### src/rtl/seq_pkg.sv
package seq_pkg;
  typedef enum logic [1:0] {
    PH_IDLE = 2'd0,
    PH_GATE = 2'd1,
    PH_CONV = 2'd2
  } phase_t;
endpackage

### src/rtl/seq_edge.sv
module seq_edge (
  input  logic clk,
  input  logic rst_n,
  input  logic d_i,
  output logic rise_o
);
  logic d_q;

  always_ff @(posedge clk) begin
    if (!rst_n) d_q <= 1'b0;
    else        d_q <= d_i;
  end

  assign rise_o = d_i & ~d_q;
endmodule

### src/rtl/seq_limits.sv
module seq_limits #(
  parameter int CW         = 8,
  parameter int FCW_W      = 4,
  parameter int CYC_PER_US = 4,
  parameter int CONV13_US  = 12,
  parameter int CONV12_US  = 9,
  parameter int STEP_US    = 2
) (
  input  logic             res13_i,
  input  logic [FCW_W-1:0] fcw_i,
  output logic [CW-1:0]    win_o,
  output logic [CW-1:0]    end_o
);
  localparam logic [CW-1:0] STEP_CYC = CW'(STEP_US * CYC_PER_US);
  localparam logic [CW-1:0] C13_CYC  = CW'(CONV13_US * CYC_PER_US);
  localparam logic [CW-1:0] C12_CYC  = CW'(CONV12_US * CYC_PER_US);

  logic [CW-1:0] steps;
  logic [CW-1:0] conv;

  assign steps = CW'(fcw_i) + CW'(1);
  assign win_o = steps * STEP_CYC;
  assign conv  = res13_i ? C13_CYC : C12_CYC;
  assign end_o = (win_o > conv) ? win_o : conv;
endmodule

### src/rtl/seq_ctrl.sv
module seq_ctrl
  import seq_pkg::*;
#(
  parameter int CW = 8
) (
  input  logic          clk,
  input  logic          rst_n,
  input  logic          gate_i,
  input  logic          rise_i,
  input  logic          fclr_i,
  input  logic [CW-1:0] win_i,
  input  logic [CW-1:0] end_i,
  output logic          accept_o,
  output phase_t        phase_o,
  output logic [CW-1:0] cnt_o,
  output logic          busy_o,
  output logic          commit_o,
  output logic          overrun_o
);
  phase_t        phase;
  logic [CW-1:0] cnt;
  logic [CW-1:0] last;

  assign last     = end_i - CW'(1);
  assign accept_o = (phase == PH_IDLE) && rise_i;
  assign busy_o   = (phase != PH_IDLE);
  assign phase_o  = phase;
  assign cnt_o    = cnt;

  always_ff @(posedge clk) begin
    if (!rst_n) begin
      phase     <= PH_IDLE;
      cnt       <= '0;
      commit_o  <= 1'b0;
      overrun_o <= 1'b0;
    end else begin
      commit_o <= 1'b0;
      if (rise_i && phase != PH_IDLE) overrun_o <= 1'b1;
      case (phase)
        PH_IDLE: begin
          if (rise_i) phase <= PH_GATE;
        end
        PH_GATE: begin
          if (!gate_i) begin
            phase <= PH_CONV;
            cnt   <= '0;
          end
        end
        PH_CONV: begin
          if (fclr_i && cnt < win_i) begin
            phase <= PH_IDLE;
          end else if (cnt == last) begin
            phase    <= PH_IDLE;
            commit_o <= 1'b1;
          end else begin
            cnt <= cnt + CW'(1);
          end
        end
        default: phase <= PH_IDLE;
      endcase
    end
  end
endmodule

### src/rtl/cnv_clr_seq.sv
module cnv_clr_seq
  import seq_pkg::*;
#(
  parameter int CYC_PER_US = 4,
  parameter int FCW_W      = 4,
  parameter int CONV13_US  = 12,
  parameter int CONV12_US  = 9,
  parameter int STEP_US    = 2
) (
  input  logic             clk,
  input  logic             rst_n,
  input  logic             gate_i,
  input  logic             fclr_i,
  input  logic             res13_i,
  input  logic [FCW_W-1:0] fcw_i,
  output logic             busy_o,
  output logic             commit_o,
  output logic             overrun_o
);
  localparam int WMAX_US = (2 ** FCW_W) * STEP_US;
  localparam int MAX_US  = (CONV13_US > WMAX_US) ? CONV13_US : WMAX_US;
  localparam int CW      = $clog2(MAX_US * CYC_PER_US + 1) + 1;

  logic             rise;
  logic             accept;
  logic             res13_q;
  logic [FCW_W-1:0] fcw_q;
  logic [CW-1:0]    win_c;
  logic [CW-1:0]    end_c;
  logic [CW-1:0]    cnt;
  phase_t           phase;
  logic             in_conv;

  assign in_conv = (phase == PH_CONV);

  seq_edge u_edge (
    .clk    (clk),
    .rst_n  (rst_n),
    .d_i    (gate_i),
    .rise_o (rise)
  );

  always_ff @(posedge clk) begin
    if (!rst_n) begin
      res13_q <= 1'b1;
      fcw_q   <= '0;
    end else if (accept) begin
      res13_q <= res13_i;
      fcw_q   <= fcw_i;
    end
  end

  seq_limits #(
    .CW(CW), .FCW_W(FCW_W), .CYC_PER_US(CYC_PER_US),
    .CONV13_US(CONV13_US), .CONV12_US(CONV12_US), .STEP_US(STEP_US)
  ) u_lim (
    .res13_i (res13_q),
    .fcw_i   (fcw_q),
    .win_o   (win_c),
    .end_o   (end_c)
  );

  seq_ctrl #(.CW(CW)) u_ctrl (
    .clk       (clk),
    .rst_n     (rst_n),
    .gate_i    (gate_i),
    .rise_i    (rise),
    .fclr_i    (fclr_i),
    .win_i     (win_c),
    .end_i     (end_c),
    .accept_o  (accept),
    .phase_o   (phase),
    .cnt_o     (cnt),
    .busy_o    (busy_o),
    .commit_o  (commit_o),
    .overrun_o (overrun_o)
  );
endmodule

### config.mk
export PLATFORM = sky130hd
export DESIGN_NAME = cnv_clr_seq
export DESIGN_NICKNAME = d
export VERILOG_FILES = /design/src/rtl/seq_pkg.sv /design/src/rtl/seq_edge.sv /design/src/rtl/seq_limits.sv /design/src/rtl/seq_ctrl.sv /design/src/rtl/cnv_clr_seq.sv
export SDC_FILE = /design/constraint.sdc
export NUM_CORES = 1
export LEC_CHECK = 0
export ABC_AREA = 1
export BUFFER_PORTS_ARGS = -buffer_cell sky130_fd_sc_hd__buf_2
export CORE_MARGIN = 1
export CORE_UTILIZATION = 58
export DETAILED_ROUTE_END_ITERATION = 6
export GPL_ROUTABILITY_DRIVEN = 0
export PLACE_DENSITY = 0.77
export SYNTH_ARGS = -nofsm -noshare
export SYNTH_HDL_FRONTEND = slang
export SYNTH_SLANG_ARGS = --single-unit
### constraint.sdc
create_clock -name clk -period 3.3 [get_ports clk]
set_input_delay 0.66 -clock clk [delete_from_list [all_inputs] [get_ports clk]]
set_output_delay 0.66 -clock clk [all_outputs]
set_load 0.01 [all_outputs]
* Word level (Yosys, flattened, before mapping) *
Index checks and enable logic that the tools add are counted.

cells by class
  add/subtract/negate cells = 3
  magnitude comparators = 2
  equality and inequality tests = 8
  mux-type cells = 12
  bitwise gates (word level) = 4
  reduce and logical (&&, ||, !) cells = 9

operators with widths
  cell                   count
  $mux W9                4
  $pmux W9 S2            1
  $add A9 B1 Y9 const B  1
  $eq A9 B9 Y1           1
  $gt A9 B9 Y1           1
  $lt A9 B8 Y1           1
  $sub A9 B1 Y9 const B  1
  $mux W2                4
  $ne A2 B2 Y1 const B   3
  $pmux W2 S3            1
  $add A4 B1 Y5 const B  1
  $mux W5                1
  $reduce_and A4 Y1      1
  $reduce_bool A2 Y1     2
  $logic_and A1 B1 Y1    3
  $ne A3 B1 Y1 const B   1
  $not A1 Y1             3
  $reduce_and A3 Y1      1
  $reduce_or A3 Y1       1
  $eq A2 B1 Y1 const B   1
  $eq A2 B2 Y1 const B   1
  $logic_not A2 Y1       1
  $ne A2 B1 Y1 const B   1
  $and A1 B1 Y1          1
  $mux W1                1

storage, ports and cells
  bits in registers = 19
  input port bits = 9
  output and inout port bits = 3

* Longest topological paths before layout *
  depth in word-level cells = 8
  gate-level depth with buffers = 18
  depth with buffers taken out = 18

* Cells and area by module *
Synthesis repeated with hierarchy kept, for this count alone.

unflattened totals
  cell total of the unflattened synthesis = 295
  area, all modules = 1,795.5 um2

modules (own cells, without submodules)
  module       instances  cells each  area an instance (um2)  sequential area each (um2)
  seq_ctrl     1          218         1,307.5                 260.2
  seq_limits   1          42          237.7                   0.0
  cnv_clr_seq  1          30          212.7                   100.1
  seq_edge     1          5           37.5                    20.0

* Worst setup path after synthesis *
Ideal clock, no wire load.

  kind = register to register
  start = reg fcw_q[1]
  end = reg u_ctrl.cnt[0], in the netlist u_ctrl.cnt_o[0]
  library setup time = 113 ps
  data arrival time = 2,011 ps
  required time = 3,187 ps
  path slack = 1,176 ps
  stages on the path, launching flop included = 17
  buffers on the path = 0
  clock period less this slack = 2,124 ps
  cell sequence = dfxtp_1 ha_1 nand2_2 inv_1 nor2_2 inv_1 ha_1 a21oi_1 nor2_1 o21ai_0 nand3_1 nand2_1 inv_1 nand2_4 nand2_1 nor2_1 nor2_1

between the ends
  longest elaborated chain between the ends = 7
  elaborated cells between the ends (all ways) = 10
  classes of those cells = add/sub (2); order compare (2); eq/ne (3); mux (1); reduce/logical (2)

RTL lines
  item                                    line               source
  from (decl)                             cnv_clr_seq.sv:27  logic [FCW_W-1:0] fcw_q;
  from (signal assigned)                  cnv_clr_seq.sv:49  fcw_q <= fcw_i;
  $add A4 B1 Y5 (*)                       seq_limits.sv:21   assign steps = CW'(fcw_i) + CW'(1);
  $gt A9 B9 Y1                            seq_limits.sv:24   assign end_o = (win_o > conv) ? win_o : conv;
  $mux W9                                 seq_limits.sv:24
  $sub A9 B1 Y9                           seq_ctrl.sv:24     assign last = end_i - CW'(1);
  $eq A9 B9 Y1                            seq_ctrl.sv:52     end else if (cnt == last) begin
  $ne A2 B2 Y1 (no source line)           n/a
  $reduce_and A4 Y1 (no source line) (*)  n/a
  to (signal assigned)                    seq_ctrl.sv:56     cnt <= cnt + CW'(1);
  to (decl)                               seq_ctrl.sv:21     logic [CW-1:0] cnt;

Every way passes the cells marked *; elsewhere a longest branch is shown, timed or not.
A chain may end at the register's enable or synchronous reset.

* Final worst setup path *
  start = reg fcw_q[0]
  end = reg u_ctrl.cnt[1], in the netlist u_ctrl.cnt_o[1]

Same word-level chain as after synthesis.

==> flow_metrics.tcl <==
set metrics [dict create \
    startpoint "fcw_q[0]" \
    clock_skew_ns 0.002720 \
    holdWs_ns 0.4835 \
    switching_power_mw 0.1698 \
    routed_wirelength_um 2894 \
    hpwlAfterDp_um 2276 \
    root_buffer "clkbuf_4" \
    worstSetupEndpoint "u_ctrl.cnt_o[1]" \
    r2r_end "u_ctrl.cnt_o[1]" \
    io_buffers 11 \
    worstPathRequired_ns 3.56 \
    h-tree-depth 1 \
    ys_types 28 \
    n_antenna_cell 0 \
    post_drt_via_cell_ratio 5.306 \
    clk_pin_slew_worst_paths_ns 0.11 \
    synthCells 218 \
    die_w_um 51.70 \
    antenna_found_initial 0 \
    crit_type "reg2reg" \
    max_freq_mhz 388.8 \
    synth_most_common_cell "nand2_1" \
    tritoncts "yes" \
    rsz0062_at_grt "no" \
    ys_async_sr_fraction_pct 0 \
    p_int_mw 0.3279 \
    grt_pass1_vias 1230 \
    period_share_pct 77.94 \
    slew_headroom_pct 74.74 \
    synth_common_cells "41 x nand2_1, 32 x nand3_1, 26 x nor2_1, 24 x inv_1, 19 x dfxtp_1" \
    antenna_left 0 \
    slew_violations 0 \
    clk_latency_ns 0.31 \
    cts_resized 0 \
    rr_worst_depth 14 \
    hp-class "reg2reg" \
    postCtsSetupBuffers 0 \
    grt_pass1_wl_um 4981 \
    area_growth_syn_to_layout_pct 7.249 \
    grt_use_total_pct 24.54 \
    start_util_pct 62.95 \
    synth_area_leaders "dfxtp_1 27%, nand3_1 11%, nand2_1 11%" \
    cap_violations 0 \
    first_iter_violations 36 \
    pwr-share-seq_pct 50.5 \
    setup-violations-final 0 \
    gr-total-overflow 0 \
    grt_max_degree 13 \
    powerDensity_nw_per_um2 323.9 \
    yosys_warnings 0 \
    core-area_um2 2276 \
    synth_top_area_share_pct 26.55 \
    clock_path_buffers 2 \
    ios 12 \
    final.fill_count 204 \
    cp.arrival_ns 2.83 \
    status "complete, no violations" \
    p_clk_share_pct 25.3 \
    synth_nets 233 \
    regToRegSetupSlack_ns 0.73 \
    num_vias 1369 \
    first_pass_iters 4 \
    cp-start-kind "flop" \
    yosysTopAreaCell "dfxtp_1" \
    critPathMaxFanout 10 \
    power_frac_comb_pct 24.1 \
    worstMarginPinSlew_ns 0.3784 \
    syn_area_um2 1433 \
    remaining_drc_errors 0 \
    power_mw 0.4977 \
    vdd.ir_drop.worst_v 0.0003993 \
    timing.rr.start "fcw_q[0]" \
    clock_sinks 19 \
    rows 17 \
    switching_share_pct 34.12 \
    fin_setup_tns_ns 0 \
    wl_per_cell_um 11.22 \
    layout-drive-gt1-share_pct 20.00 \
    leakage_nw 0.6700 \
    cts-hold-fix-buffers 0 \
    fin_crit_ns 2.572 \
    ys_seq_elements 19 \
    synth_area_per_cell_um2 6.572 \
    end_kind "flop" \
    seq_area_frac_synth_pct 26.55 \
    ys.flop_type "dfxtp_1" \
    finalHoldViolCount 0 \
    final_nets 246 \
    dieArea_um2 2673 \
    cts-buffers-inserted 3 \
    synth_edf_count 0 \
    dieHeight_um 51.70 \
]
## power groups by stage
stage               logic (mW)  clock network (mW)  registers [mW]
floorplan                0.100                   0           0.252
global placement         0.116                   0           0.256
CTS                      0.120               0.128           0.251
detailed placement       0.120                   0           0.257
finish                   0.120               0.126           0.251
global route             0.137               0.133           0.253
## per-stage QoR
step / worst slack [ns] / area [um2] / instances / util [%]
finish: 0.7281 / 1536 / 258 / 67.51
global route: 0.5197 / 1536 / 258 / 67.51
CTS: 0.7517 / 1536 / 258 / 67.51
detailed placement: 0.7884 / 1506 / 254 / 66.19
global placement: 0.8566 / 1506 / 254 / 66.19
floorplan: 1.176 / 1433 / 218 / -
## metal layers
| metal | vias to the layer above | wire length, um | part of all wire [%] | global-route usage [%] |
|---|---|---|---|---|
| met5 | - | 0 | 0 | 0 |
| met4 | 0 | 40 | 1.4 | 8.108 |
| met3 | 5 | 77 | 2.7 | 1.754 |
| met2 | 22 | 1343 | 46 | 43.94 |
| met1 | 609 | 1432 | 49 | 30.82 |
| li1 | 733 | - | - | - |
## critical path, stage by stage (launching register included)
cell	delay (ns)
dfxtp_1	0.57
ha_1	0.25
nor2_1	0.06
nor2_2	0.19
inv_1	0.12
ha_1	0.28
a21oi_1	0.15
nor2_1	0.05
o21ai_0	0.13
nand3_1	0.09
nand2_1	0.11
nand2_1	0.20
nand3_1	0.17
nand2_1	0.06
nor2_1	0.09
## registers in the layout, summed over array words and instances (netlist names)
| name | cells |
|---|---|
| u_ctrl.cnt_o | 9 |
| fcw_q | 4 |
| u_ctrl.phase_o | 2 |
| res13_q | 1 |
| u_ctrl.commit_o | 1 |
| u_ctrl.overrun_o | 1 |
| u_edge.d_q | 1 |
## layout make-up
type                            count  area, um2  share of cell area (%)
Clock inverter                      1      7.507                  0.4886
Multi-Input combinational cell    167      927.1                   60.34
Sequential cell                    19      380.4                   24.76
Timing Repair Buffer               11      55.05                   3.583
Clock buffer                        3      22.52                   1.466
Tap cell                           28      35.03                   2.280
Inverter                           29      108.9                   7.085
## cell families (layout without fill, tap and decap cells)
logic type	count (synthesis)	count (layout)	share of synthesized area, %
compound gates	23	23	8.385
xor+xnor	4	4	2.445
fa+ha+maj	6	6	5.240
buf+inv	32	44	8.733
flops	19	19	26.55
simple gates	134	134	48.65
## cells in the final DEF, fill, tap and decap left out, drive strengths merged
cell and count:
clkbuf 3, a21oi 14, clkinv 1, or2 2, nor2 32, xor2 4
buf 11, o211ai 1, nand4 3, nand2 51, o21a 1, nand3 40
nor3 4, nor4 1, inv 28, clkinvlp 1, ha 6, o21ai 7
dfxtp 19, nor3b 1
## how the worst min path moves through the flow
stage / endpoint / cells after the start / from
after floorplan: u_ctrl.cnt_o[1] / 2 / u_ctrl.cnt_o[1]
after global placement: u_ctrl.overrun_o / 2 / u_ctrl.overrun_o
after detailed placement: u_ctrl.overrun_o / 2 / u_ctrl.overrun_o
after CTS: u_ctrl.overrun_o / 2 / u_ctrl.overrun_o
after global routing: u_ctrl.overrun_o / 2 / u_ctrl.overrun_o
final: u_ctrl.overrun_o / 2 / u_ctrl.overrun_o
Power figures use the tool's default switching activity.
